`config.mk`:
```
export PLATFORM = sky130hd
export DESIGN_NAME = dpwm_channel
export DESIGN_NICKNAME = d
export VERILOG_FILES = /design/src/rtl/dpwm_pkg.sv /design/src/rtl/dpwm_counter.sv /design/src/rtl/dpwm_ccreg.sv /design/src/rtl/dpwm_dither.sv /design/src/rtl/dpwm_wavegen.sv /design/src/rtl/dpwm_channel.sv
export SDC_FILE = /design/constraint.sdc
export NUM_CORES = 1
export LEC_CHECK = 0
export ABC_AREA = 1
export BUFFER_PORTS_ARGS = -buffer_cell sky130_fd_sc_hd__buf_2
export CAP_MARGIN = 20
export CORE_ASPECT_RATIO = 1.25
export CORE_UTILIZATION = 36
export CTS_CLUSTER_SIZE = 8
export DETAILED_ROUTE_END_ITERATION = 6
export HOLD_SLACK_MARGIN = 0.05
export RECOVER_POWER = 50
export SYNTH_ARGS = -nofsm -noshare
export SYNTH_HDL_FRONTEND = slang
export SYNTH_HIERARCHICAL = 1
export SYNTH_SLANG_ARGS = --single-unit
export TNS_END_PERCENT = 1
```
`constraint.sdc`:
```
create_clock -name clk -period 5.5 [get_ports clk]
set_input_delay 0.825 -clock clk [delete_from_list [all_inputs] [get_ports clk]]
set_output_delay 0.825 -clock clk [all_outputs]
set_load 0.05 [all_outputs]
```
`src/rtl/dpwm_pkg.sv`:
```
package dpwm_pkg;

  typedef enum logic [1:0] {
    MODE_PWM  = 2'd0,
    MODE_MFRQ = 2'd1,
    MODE_CAPT = 2'd2,
    MODE_PWM2 = 2'd3
  } chan_mode_e;

  localparam int DITH_MAX = 6;

  // dither width selected by the resolution code
  function automatic logic [2:0] dith_bits(input logic [1:0] res);
    case (res)
      2'd1:    dith_bits = 3'd4;
      2'd2:    dith_bits = 3'd5;
      2'd3:    dith_bits = 3'd6;
      default: dith_bits = 3'd0;
    endcase
  endfunction

endpackage

```
`src/rtl/dpwm_counter.sv`:
```
module dpwm_counter #(
  parameter int W = 32
) (
  input  logic         clk,
  input  logic         rst,
  input  logic [W-1:0] top_i,
  output logic [W-1:0] cnt_o,
  output logic         wrap_o
);

  logic [W-1:0] cnt_q;

  assign wrap_o = (cnt_q >= top_i);
  assign cnt_o  = cnt_q;

  always_ff @(posedge clk) begin
    if (rst)         cnt_q <= '0;
    else if (wrap_o) cnt_q <= '0;
    else             cnt_q <= cnt_q + 1'b1;
  end

  // counter never exceeds a top value that holds still
  assert_cnt_bound_R6: assert property (@(posedge clk) disable iff (rst)
    ($stable(top_i) && ($past(cnt_q) <= top_i)) |-> (cnt_q <= top_i));

endmodule

```
`src/rtl/dpwm_ccreg.sv`:
```
module dpwm_ccreg
  import dpwm_pkg::*;
#(
  parameter int W = 32
) (
  input  logic         clk,
  input  logic         rst,
  input  chan_mode_e   mode_i,
  input  logic         wrap_i,
  input  logic [W-1:0] cnt_i,
  input  logic         buf_wr_i,
  input  logic [W-1:0] buf_data_i,
  input  logic         update_i,
  input  logic         capture_i,
  input  logic         read_i,
  output logic [W-1:0] cc_o,
  output logic         flag_o,
  output logic         ovf_o
);

  logic [W-1:0] shadow_q;
  logic [W-1:0] cc_q;
  logic         pend_q;
  logic         flag_q;
  logic         ovf_q;
  logic         capt_mode;
  logic         cap_ev;
  logic         load_now;

  assign capt_mode = (mode_i == MODE_CAPT);
  assign cap_ev    = capt_mode && capture_i;
  assign load_now  = !capt_mode && wrap_i && (pend_q || update_i);

  always_ff @(posedge clk) begin
    if (rst)           shadow_q <= '0;
    else if (buf_wr_i) shadow_q <= buf_data_i;
  end

  always_ff @(posedge clk) begin
    if (rst)                      pend_q <= 1'b0;
    else if (capt_mode || load_now) pend_q <= 1'b0;
    else if (update_i)            pend_q <= 1'b1;
  end

  always_ff @(posedge clk) begin
    if (rst)           cc_q <= '0;
    else if (cap_ev)   cc_q <= cnt_i;
    else if (load_now) cc_q <= shadow_q;
  end

  always_ff @(posedge clk) begin
    if (rst) begin
      flag_q <= 1'b0;
      ovf_q  <= 1'b0;
    end else begin
      if (cap_ev)      flag_q <= 1'b1;
      else if (read_i) flag_q <= 1'b0;
      if (read_i)                ovf_q <= 1'b0;
      else if (cap_ev && flag_q) ovf_q <= 1'b1;
    end
  end

  assign cc_o   = cc_q;
  assign flag_o = flag_q;
  assign ovf_o  = ovf_q;

  // active register only moves at a wrap outside capture mode
  assert_hold_between_wraps_R2: assert property (@(posedge clk) disable iff (rst)
    (!wrap_i && !capt_mode) |=> $stable(cc_q));

  assert_ovf_on_lost_capture_R9: assert property (@(posedge clk) disable iff (rst)
    (capt_mode && capture_i && flag_q && !read_i) |=> ovf_q);

  assert_read_clears_flag_R9: assert property (@(posedge clk) disable iff (rst)
    (read_i && !capture_i) |=> (!flag_q && !ovf_q));

endmodule

```
`src/rtl/dpwm_dither.sv`:
```
module dpwm_dither
  import dpwm_pkg::*;
#(
  parameter bit DITHER_EN = 1'b1
) (
  input  logic                clk,
  input  logic                rst,
  input  logic                wrap_i,
  input  logic [1:0]          res_i,
  input  logic [DITH_MAX-1:0] dith_i,
  output logic                ext_o
);

  generate
    if (DITHER_EN) begin : g_acc
      logic [DITH_MAX-1:0] acc_q;
      logic [DITH_MAX-1:0] mask;
      logic [DITH_MAX:0]   sum;
      logic [2:0]          nbits;
      logic                ext_q;

      assign nbits = dith_bits(res_i);
      assign mask  = ~({DITH_MAX{1'b1}} << nbits);
      assign sum   = {1'b0, acc_q & mask} + {1'b0, dith_i & mask};

      always_ff @(posedge clk) begin
        if (rst) begin
          acc_q <= '0;
          ext_q <= 1'b0;
        end else if (wrap_i) begin
          acc_q <= sum[DITH_MAX-1:0] & mask;
          ext_q <= sum[nbits];
        end
      end

      assign ext_o = ext_q;

      // zero dither width never yields an extended frame
      assert_no_ext_without_dither_R5: assert property (@(posedge clk) disable iff (rst)
        (wrap_i && (res_i == 2'd0)) |=> !ext_q);
    end else begin : g_none
      logic unused_in;
      assign unused_in = clk ^ rst ^ wrap_i ^ (^res_i) ^ (^dith_i);
      assign ext_o = 1'b0;
    end
  endgenerate

endmodule

```
`src/rtl/dpwm_wavegen.sv`:
```
module dpwm_wavegen
  import dpwm_pkg::*;
#(
  parameter int W = 32
) (
  input  logic         clk,
  input  logic         rst,
  input  chan_mode_e   mode_i,
  input  logic         wrap_i,
  input  logic [W-1:0] cnt_i,
  input  logic [W-1:0] cmp_i,
  input  logic         ext_i,
  output logic         pwm_o
);

  logic [W:0] eff;
  logic       pwm_q;

  assign eff = {1'b0, cmp_i} + {{W{1'b0}}, ext_i};

  always_ff @(posedge clk) begin
    if (rst) pwm_q <= 1'b0;
    else begin
      case (mode_i)
        MODE_CAPT: pwm_q <= 1'b0;
        MODE_MFRQ: if (wrap_i) pwm_q <= ~pwm_q;
        default:   pwm_q <= ({1'b0, cnt_i} < eff);
      endcase
    end
  end

  assign pwm_o = pwm_q;

  assert_low_in_capture_R8: assert property (@(posedge clk) disable iff (rst)
    (mode_i == MODE_CAPT) |=> !pwm_q);

  assert_mfrq_hold_R7: assert property (@(posedge clk) disable iff (rst)
    ((mode_i == MODE_MFRQ) && !wrap_i) |=> $stable(pwm_q));

  assert_frame_start_high_R4: assert property (@(posedge clk) disable iff (rst)
    (((mode_i == MODE_PWM) || (mode_i == MODE_PWM2)) && (cnt_i == '0) && (cmp_i != '0))
      |=> pwm_q);

endmodule

```
`src/rtl/dpwm_channel.sv`:
```
module dpwm_channel
  import dpwm_pkg::*;
#(
  parameter int W         = 32,
  parameter bit DITHER_EN = 1'b1
) (
  input  logic         clk,
  input  logic         rst,
  input  logic [1:0]   mode_i,
  input  logic [1:0]   res_i,
  input  logic [W-1:0] period_i,
  input  logic         buf_wr_i,
  input  logic [W-1:0] buf_data_i,
  input  logic         update_i,
  input  logic         capture_i,
  input  logic         read_i,
  output logic         pwm_o,
  output logic [W-1:0] cnt_o,
  output logic [W-1:0] cc_o,
  output logic         cap_flag_o,
  output logic         cap_ovf_o
);

  chan_mode_e   mode;
  logic [2:0]   nbits;
  logic [W-1:0] cc_q;
  logic [W-1:0] cmp_field;
  logic [W-1:0] top;
  logic [W-1:0] cnt;
  logic         wrap;
  logic         ext;

  assign mode      = chan_mode_e'(mode_i);
  assign nbits     = dith_bits(res_i);
  assign cmp_field = cc_q >> nbits;
  assign top       = (mode == MODE_MFRQ) ? cmp_field : period_i;

  dpwm_counter #(.W(W)) u_cnt (
    .clk    (clk),
    .rst    (rst),
    .top_i  (top),
    .cnt_o  (cnt),
    .wrap_o (wrap)
  );

  dpwm_ccreg #(.W(W)) u_cc (
    .clk        (clk),
    .rst        (rst),
    .mode_i     (mode),
    .wrap_i     (wrap),
    .cnt_i      (cnt),
    .buf_wr_i   (buf_wr_i),
    .buf_data_i (buf_data_i),
    .update_i   (update_i),
    .capture_i  (capture_i),
    .read_i     (read_i),
    .cc_o       (cc_q),
    .flag_o     (cap_flag_o),
    .ovf_o      (cap_ovf_o)
  );

  dpwm_dither #(.DITHER_EN(DITHER_EN)) u_dith (
    .clk    (clk),
    .rst    (rst),
    .wrap_i (wrap),
    .res_i  (res_i),
    .dith_i (cc_q[DITH_MAX-1:0]),
    .ext_o  (ext)
  );

  dpwm_wavegen #(.W(W)) u_wave (
    .clk    (clk),
    .rst    (rst),
    .mode_i (mode),
    .wrap_i (wrap),
    .cnt_i  (cnt),
    .cmp_i  (cmp_field),
    .ext_i  (ext),
    .pwm_o  (pwm_o)
  );

  assign cnt_o = cnt;
  assign cc_o  = cc_q;

endmodule

```
# After elaboration in Yosys (flattened, before gate mapping)
# Index checks and enable logic that the tools add are counted.
# word_totals
ff_bits,107
elab_cells,50
# op_classes
n_addsub,3
n_lt_le_gt_ge,3
eq_ne,6
shift,2
muxes,10
bitwise,5
n_reduce_logical,12
# ops
cell,count
two-way mux 32 bit,3
adder 32 x 1 -> 33 bit,1
less-than comparator 32 x 33 -> 1 bit,1
adder 32 x 1 -> 32 bit (second input constant),1
greater-or-equal comparator 32 bit,1
right shift 32 x 3 -> 32 bit,1
bitwise AND 6 bit,3
case mux 3 bit (3 select lines),1
adder 6 x 6 -> 7 bit,1
equality test 2 bit (second input constant),3
inverter 6 bit,1
OR reduction 2 bit,3
left shift 6 x 3 -> 6 bit (first input constant),1
equality test 2 x 1 -> 1 bit (second input constant),2
logical AND 1 bit,4
less-than comparator 3 x 4 -> 1 bit (second input constant),1
two-way mux 1 bit,4
nonzero test 2 bit,2
binary-select mux 1 bit (select 3 bit),1
logical OR 1 bit,2
inequality test 2 x 1 -> 1 bit (second input constant),1
case mux 1 bit (2 select lines),1
zero test 1 bit,1
inverter 1 bit,1

# Logic depth before layout (Yosys ltp)
# Gate-level depths: netlist of the first run.
# logic_depth
word_depth,9
mapped_depth,28

# Cells and area by module
# Netlist of the first run, hierarchy kept.
# by_module_without_submodules
module,instances,cells_each,area_each_um2
dpwm_ccreg,1,474,3230.6
dpwm_counter,1,385,2575.0
dpwm_wavegen,1,240,1550.2
dpwm_channel,1,332,1456.4
dpwm_dither,1,103,653.1

# Least setup slack after synthesis of the first run
# OpenSTA, ideal clock, no wires.
# synth_timing
path_type,input -> register
start,input port res_i[0]
end,"register u_wave.pwm_q, in the netlist u_wave/pwm_o"
setup_ps,117
arrival_ps,3769
path_slack_ps,1614
cell_stages,24
cell_sequence,buf_6 -> nor2_2 -> inv_2 -> buf_6 -> a21boi_0 -> nand2_1 -> nor2_2 -> nand2_2 -> nor3b_4 -> nand4_1 -> nor2_1 -> xnor2_1 -> ha_1 -> nand4_1 -> nor2_1 -> nand3_1 -> nand3_1 -> nand2_1 -> nand2_1 -> nand2_1 -> nand2_1 -> nand2_1 -> nand2_1 -> a21oi_1
# synth_between
elab_chain_cells,6
# synth_rtl
item,line_no,text
from (decl),dpwm_channel.sv:10,"input logic [1:0] res_i,"
equality test 2 bit or equality test 2 x 1 -> 1 bit (tied branches),dpwm_pkg.sv:14,case (res)
case mux 3 bit (3 select lines) *,dpwm_pkg.sv:14,
right shift 32 x 3 -> 32 bit *,dpwm_channel.sv:35,assign cmp_field = cc_q >> nbits;
net cmp_field[5],dpwm_channel.sv:27,logic [W-1:0] cmp_field;
adder 32 x 1 -> 33 bit or two-way mux 32 bit (tied branches),"dpwm_wavegen.sv:19, dpwm_channel.sv:36",
less-than comparator 32 x 33 -> 1 bit or greater-or-equal comparator 32 bit (tied branches),"dpwm_wavegen.sv:27, dpwm_counter.sv:13",
case mux 1 bit (2 select lines) or inequality test 2 x 1 -> 1 bit (tied branches),-,
to (signal assigned),dpwm_wavegen.sv:26,MODE_MFRQ: if (wrap_i) pwm_q <= ~pwm_q;
to (signal assigned),dpwm_wavegen.sv:27,"default: pwm_q <= ({1'b0, cnt_i} < eff);"
to (decl),dpwm_wavegen.sv:17,logic pwm_q;
# The timed path passes the listed nets; every way through them passes the cells marked *.
# A chain may end at the register's enable or synchronous reset.

# Worst setup path in the final report of the first run
# Same ends and word-level chain as after synthesis.

==> metrics, run 1 <==
outcome=finished clean; CTS root buf=clkbuf_16; RSZ-0062 raised after global routing=no; VDD IR max=0.158 mV; Detail Placement HPWL=23.6 mm; Hold Crit Class=flip-flop to flip-flop; Syn Nets=1682; met3 Track Usage GR=0.0254; die height=about 180 um; Synth Warn #=6; Period minus WS final=between 4 and 5 ns; commonest cells after routing, fill and taps aside=442 x nand2_1, 202 x nor2_1, 184 x inv_1, 119 x nand3_1, 107 x dfxtp_1; Req. time, crit path=slightly below 6 ns; worst hold margin=0.471 ns; share of cells above drive strength 1=0.105; drt first pass iters=5; Final nets=about 1800; Worst slew margin=0.226; Initial Util=0.365; Mapped Cells=between 1500 and 2000; critical path class=primary input to flip-flop; IO buf count=140; Skew-Pair Late Insertion Delay=around 0.38 ns; antenna violations before repair=0; Rows=66; Synth cell types=48; CP Max Fanout=20; DRC violations left=0; period utilisation layout=0.821; met2 usage=0.409; DR vias=approximately 9800; commonest non-fill, non-tap cell in the layout=nand2_1; Routed WL=roughly 30 mm; Crit. End Element=flip-flop; vias per cell=around 5.0; maxcap violations=0; IO Pins=roughly 140; Startpoint Class=primary input; Setup Buffers After CTS=0; ant diodes=0; Hold Vio Cnt, Final=0; Post-synth EDFFs=0; vias in the first global route=approximately 9000; Reg2Reg Setup Slack=between 1.5 and 2 ns; core box area=roughly 26000 um^2; DRT iter0 DRCs=683; post-cts repair resize count=0; CTS max path bufs=2; total global routing overflow=0; H-tree levels=3; max-slew violation count=0; Main synth FF type=dfxtp_1; setup TNS=0 ns; Worst-Margin Slew=between 1 and 1.5 ns; Synth-to-Final Area Change=11.2%; Final setup viols=0; Avg WL per Cell=15.3 um; number of buffers created by CTS=9; global-route wire length before repair=approximately 47 mm; Achievable Freq=roughly 0.22 GHz; GR Util met1=0.266; pwr dens=between 150 and 200 nW/um^2; Seq/Total Area, Yosys=0.226; CTS tree=built; GP Congestion=0.936; CTS sink count=107; Max Clock Skew=0.0153 ns; CTS Hold Bufs=0; crit path DAT=4.82 ns; #FFs+latches synth=about 110; cell area after synthesis=~9500 um^2; Clock transition at path regs=roughly 0.09 ns; Leakage=about 5.0 nW; Total GRT Usage=0.225; Die W=147 um; Syn Area/Cell=6.17 um^2; die area=approximately 27000 um^2; antenna violation net count after detailed routing=0; grt peak-use layer=met2; share of flip-flops with an asynchronous set or reset=0; largest net degree at the start of global routing=99
==> final timing paths <==
| check | start | to | cells after the start |
|---|---|---|---|
| worst max-delay path | res_i[0] | u_wave/pwm_o | 23 |
| worst max register to register | u_cc/cc_o[10] | u_wave/pwm_o | 23 |
| worst min register to register | u_dith/g_acc.acc_q[3] | u_dith/g_acc.acc_q[3] | 2 |
| worst min-delay path | u_dith/g_acc.acc_q[3] | u_dith/g_acc.acc_q[3] | 2 |
==> logic make-up (layout without fill, tap and decap cells) <==
kind of cell,after synthesis,count (layout),synth area share
AOI/OAI and AO/OA,150,150,0.0888
xor gates and xnor gates,55,55,0.0517
adders and majority gates,74,74,0.0986
buffers and inverters,261,362,0.118
DFF,107,107,0.226
and+or+nand+nor,887,887,0.416
==> worst max-delay path: stages <==
cell and delay (ns):
buf_2 0.25, nor2_2 0.59, inv_2 0.29, a21boi_0 0.61, nand2_1 0.14, nor2_2 0.16, nand2_2 0.10, nor3b_4 0.25
nand4_1 0.14, nor2_1 0.15, xnor2_1 0.14, ha_1 0.26, a21oi_1 0.13, o21ai_0 0.09, nor2_1 0.13, nand3_1 0.10
nand2_1 0.07, nand2_1 0.07, nand2_1 0.06, nand2_1 0.05, nand2_1 0.05, nand2_1 0.04, a21oi_1 0.10
==> Yosys cell counts, drive strengths merged (2+ instances only) <==
master    n  area [um^2]
nand2   451         1730
and2      2         12.5
nor3b     2         26.3
nor4      3         25.0
buf      45          308
nand4    55          357
clkinv    2         7.51
a21boi    5         37.5
xnor2    26          235
a21oi    71          397
nor3     23          161
clkbuf   19         71.3
a21o      2         15.0
o21a      3         22.5
nand3   129          716
inv     195          732
ha       73          913
o21ai    62          310
dfxtp   107         2140
xor2     29          254
nor2    219          897
o22ai     2         12.5
nand3b    2         15.0
==> through the flow <==
stage / power, mW / instance area, um^2 / utilization / instances / worst slack [ns]
6_report: 1.98 / 10500 / 0.406 / 1975 / 0.987
3_3_place_gp: 1.32 / 10300 / 0.397 / 1958 / 0.775
3_5_place_dp: 1.32 / 10300 / 0.397 / 1958 / 0.630
5_1_grt: 2.09 / 10500 / 0.406 / 1975 / 0.474
2_1_floorplan: 1.20 / 9470 / - / 1534 / 1.61
4_1_cts: 2.00 / 10600 / 0.409 / 1974 / 1.03
==> registers in the layout, summed over array words and instances (netlist names) <==
signal	count
u_cc/shadow_q	32
u_cc/ovf_o	1
u_cnt/cnt_o	32
u_wave/pwm_o	1
u_cc/pend_q	1
u_cc/flag_o	1
u_dith/ext_o	1
u_dith/g_acc.acc_q	6
u_cc/cc_o	32
==> per-layer routing <==
metal  vias up  part of all wire
met1      4491              0.42
li1       5085                 -
met3        41             0.036
met2       219              0.51
met5         -                 0
met4         0             0.032
==> cell type report <==
cell class | instances | area, um^2
fill | 2924 | 15400
multi-input combinational | 1166 | 6190
sequential | 107 | 2140
inverter | 197 | 739
timing repair buffer | 149 | 716
tap | 340 | 425
clock buffer | 9 | 225
clock inverter | 7 | 80.1
==> power breakdown <==
group          leakage [nW]  switching (mW)  internal [mW]
combinational          3.95           0.321          0.145
clock                 0.146           0.355          0.326
sequential            0.875          0.0318          0.806
(Power assumes the default switching activity.)
==> run 2, diff against run 1 <==
- clock period: 5.5 -> 4.1 ns (I/O delays scaled with it)
==> run 2 against run 1 <==
Compared with the run above:
- utilization is 0.79 points higher
- total power grew 38%
- non-clock buffer count rose by 21
- sequential share of layout area down 0.39 points
- via count grew 0.67%
- global-route usage increased by 0.18 points
- worst setup slack got worse by 0.50 ns
- sequential power up 34%
- largest power group unchanged
==> metrics, run 2 (synthesized netlist as in run 1, its figures left out) <==
outcome=finished clean; H-tree levels=3; Startpoint Class=primary input; vias in the first global route=a little over 9000; GP Congestion=a little over 0.9; RR Startpoint=u_cc/cc_o[6]; crit path DAT=roughly 3.9 ns; RSZ-0062 raised after global routing=no; Achievable Freq=0.276 GHz; Period minus WS final=around 3.6 ns; FF-to-FF End=u_wave/pwm_o; Hold Vio Cnt, Final=0; core box area=25900 um^2; IO Pins=roughly 140; Setup Buffers After CTS=0; period utilisation layout=0.882; share of cells above drive strength 1=0.121; VDD IR max=around 0.18 mV; vias per cell=a little under 5; CTS sink count=around 110; Final Power=2.74 mW; die area=between 20000 and 30000 um^2; Die W=about 150 um; Setup crit start=res_i[1]; Avg WL per Cell=15.3 um; total global routing overflow=0; Final setup viols=0; Crit-path slowest cell=nor3_1; critical path class=primary input to flip-flop; Routed WL=between 30 and 40 mm; Worst slew margin=0.237; Clock transition at path regs=~0.080 ns; post-layout util=0.414; antenna violations before repair=0; Skew-Pair Late Insertion Delay=~0.38 ns; number of buffers created by CTS=9; setup TNS=0 ns; commonest cells after routing, fill and taps aside=442 x nand2_1, 202 x nor2_1, 183 x inv_1, 118 x nand3_1, 107 x dfxtp_1; largest net degree at the start of global routing=between 70 and 80; global-route wire length before repair=47.5 mm; Initial Util=0.365; die height=between 150 and 200 um; CP Capture Point=u_wave/pwm_o; commonest non-fill, non-tap cell in the layout=nand2_1; Worst-Margin Slew=around 1.1 ns; CTS tree=built; maxcap violations=0; DRT iter0 DRCs=594; Req. time, crit path=about 4.3 ns; ant diodes=0; pwr dens=between 200 and 300 nW/um^2; DP Worst Slack=about 0.17 ns; Total GRT Usage=0.227; max-slew violation count=0; Detail Placement HPWL=~24 mm; Rows=66; CP Max Fanout=30; critical path's largest stage delay=about 0.44 ns; reg2reg path depth=25; Max Clock Skew=~0.013 ns; Crit. End Element=flip-flop; CTS root buf=clkbuf_16; CTS Hold Bufs=0; CTS max path bufs=2; Final WS setup=~0.48 ns; antenna violation net count after detailed routing=0; IO buf count=140; DRC violations left=0; Reg2Reg Setup Slack=0.69 ns; Leakage=5.12 nW; Synth-to-Final Area Change=13.3%; DR vias=about 10000; Top cell by count, worst path=nand2_1; post-cts repair resize count=0; Final nets=1799; drt first pass iters=5; Hold Crit Class=primary input to flip-flop; CP Cell Sequence=buf_2 > inv_2 > buf_4 > nand2_1 > nand3_1 > a21boi_0 > buf_4 > nand2_1 > nor2_1 > nand2_1 > nor3_1 > xnor2_1 > ha_1 > nand4_1 > nor3_1 > nand2_1 > nand2_1 > nand2_1 > nand2_1 > nand2_1 > nand2_1 > a21oi_1
[run 2: cell types whose count changed in the layout (fill, tap and decap cells not counted), moves of 2 or more]
cell	delta
buf_12	+2
buf_2	+6
clkbuf_1	-6
buf_4	+20
[run 2: layer usage]
| layer | wire [um] | track usage | vias to the layer above | share of wire |
|---|---|---|---|---|
| met5 | 0 | 0 | - | 0 |
| met4 | 1210 | 0.108 | 0 | 0.040 |
| met3 | 1200 | 0.0286 | 57 | 0.039 |
| met2 | 15500 | 0.415 | 244 | 0.51 |
| met1 | 12700 | 0.259 | 4478 | 0.41 |
| li1 | - | - | 5123 | - |
[run 2: worst min-delay path by stage]
stage / startpoint / slack, ns / endpoint / depth (start not counted)
2_1_floorplan: u_dith/g_acc.acc_q[1] / 0.44 / u_dith/g_acc.acc_q[1] / 2
3_3_place_gp: u_dith/g_acc.acc_q[2] / 0.46 / u_dith/g_acc.acc_q[2] / 2
5_1_grt: buf_data_i[28] / 0.46 / u_cc/shadow_q[28] / 3
6_report: buf_data_i[25] / 0.46 / u_cc/shadow_q[25] / 3
4_1_cts: buf_data_i[28] / 0.45 / u_cc/shadow_q[28] / 3
3_5_place_dp: u_dith/g_acc.acc_q[1] / 0.46 / u_dith/g_acc.acc_q[1] / 2
[run 2: layout make-up]
type	instances	area (um^2)
clock buffers	9	225
flip-flops and latches	107	2140
repair buffers	170	886
clock inverters	7	103
inverters	197	739
multi-input cells	1166	6210
fillers	2948	15200
well taps	340	425
[run 2: critical path, delay by kind of cell]
family / cells / cell delay [ns]
buffers and inverters: 4 / 0.84
XOR/XNOR: 1 / 0.12
adder cells (fa/ha/maj): 1 / 0.33
AO/OA/AOI/OAI: 2 / 0.31
AND/OR/NAND/NOR: 14 / 1.62
[run 2: per-stage QoR]
stage	cells	cell area [um^2]	hold slack [ns]
floorplan	1534	9470	0.439
global placement	1980	10500	0.457
detailed placement	1980	10500	0.458
CTS	1996	10800	0.453
global route	1996	10700	0.459
finish	1996	10700	0.462
[run 2: power breakdown]
part	total [mW]	internal [mW]	switching, mW	leakage, nW
sequential	1.12	1.08	0.0421	0.875
clock	0.973	0.498	0.475	0.160
combinational	0.641	0.206	0.436	4.08
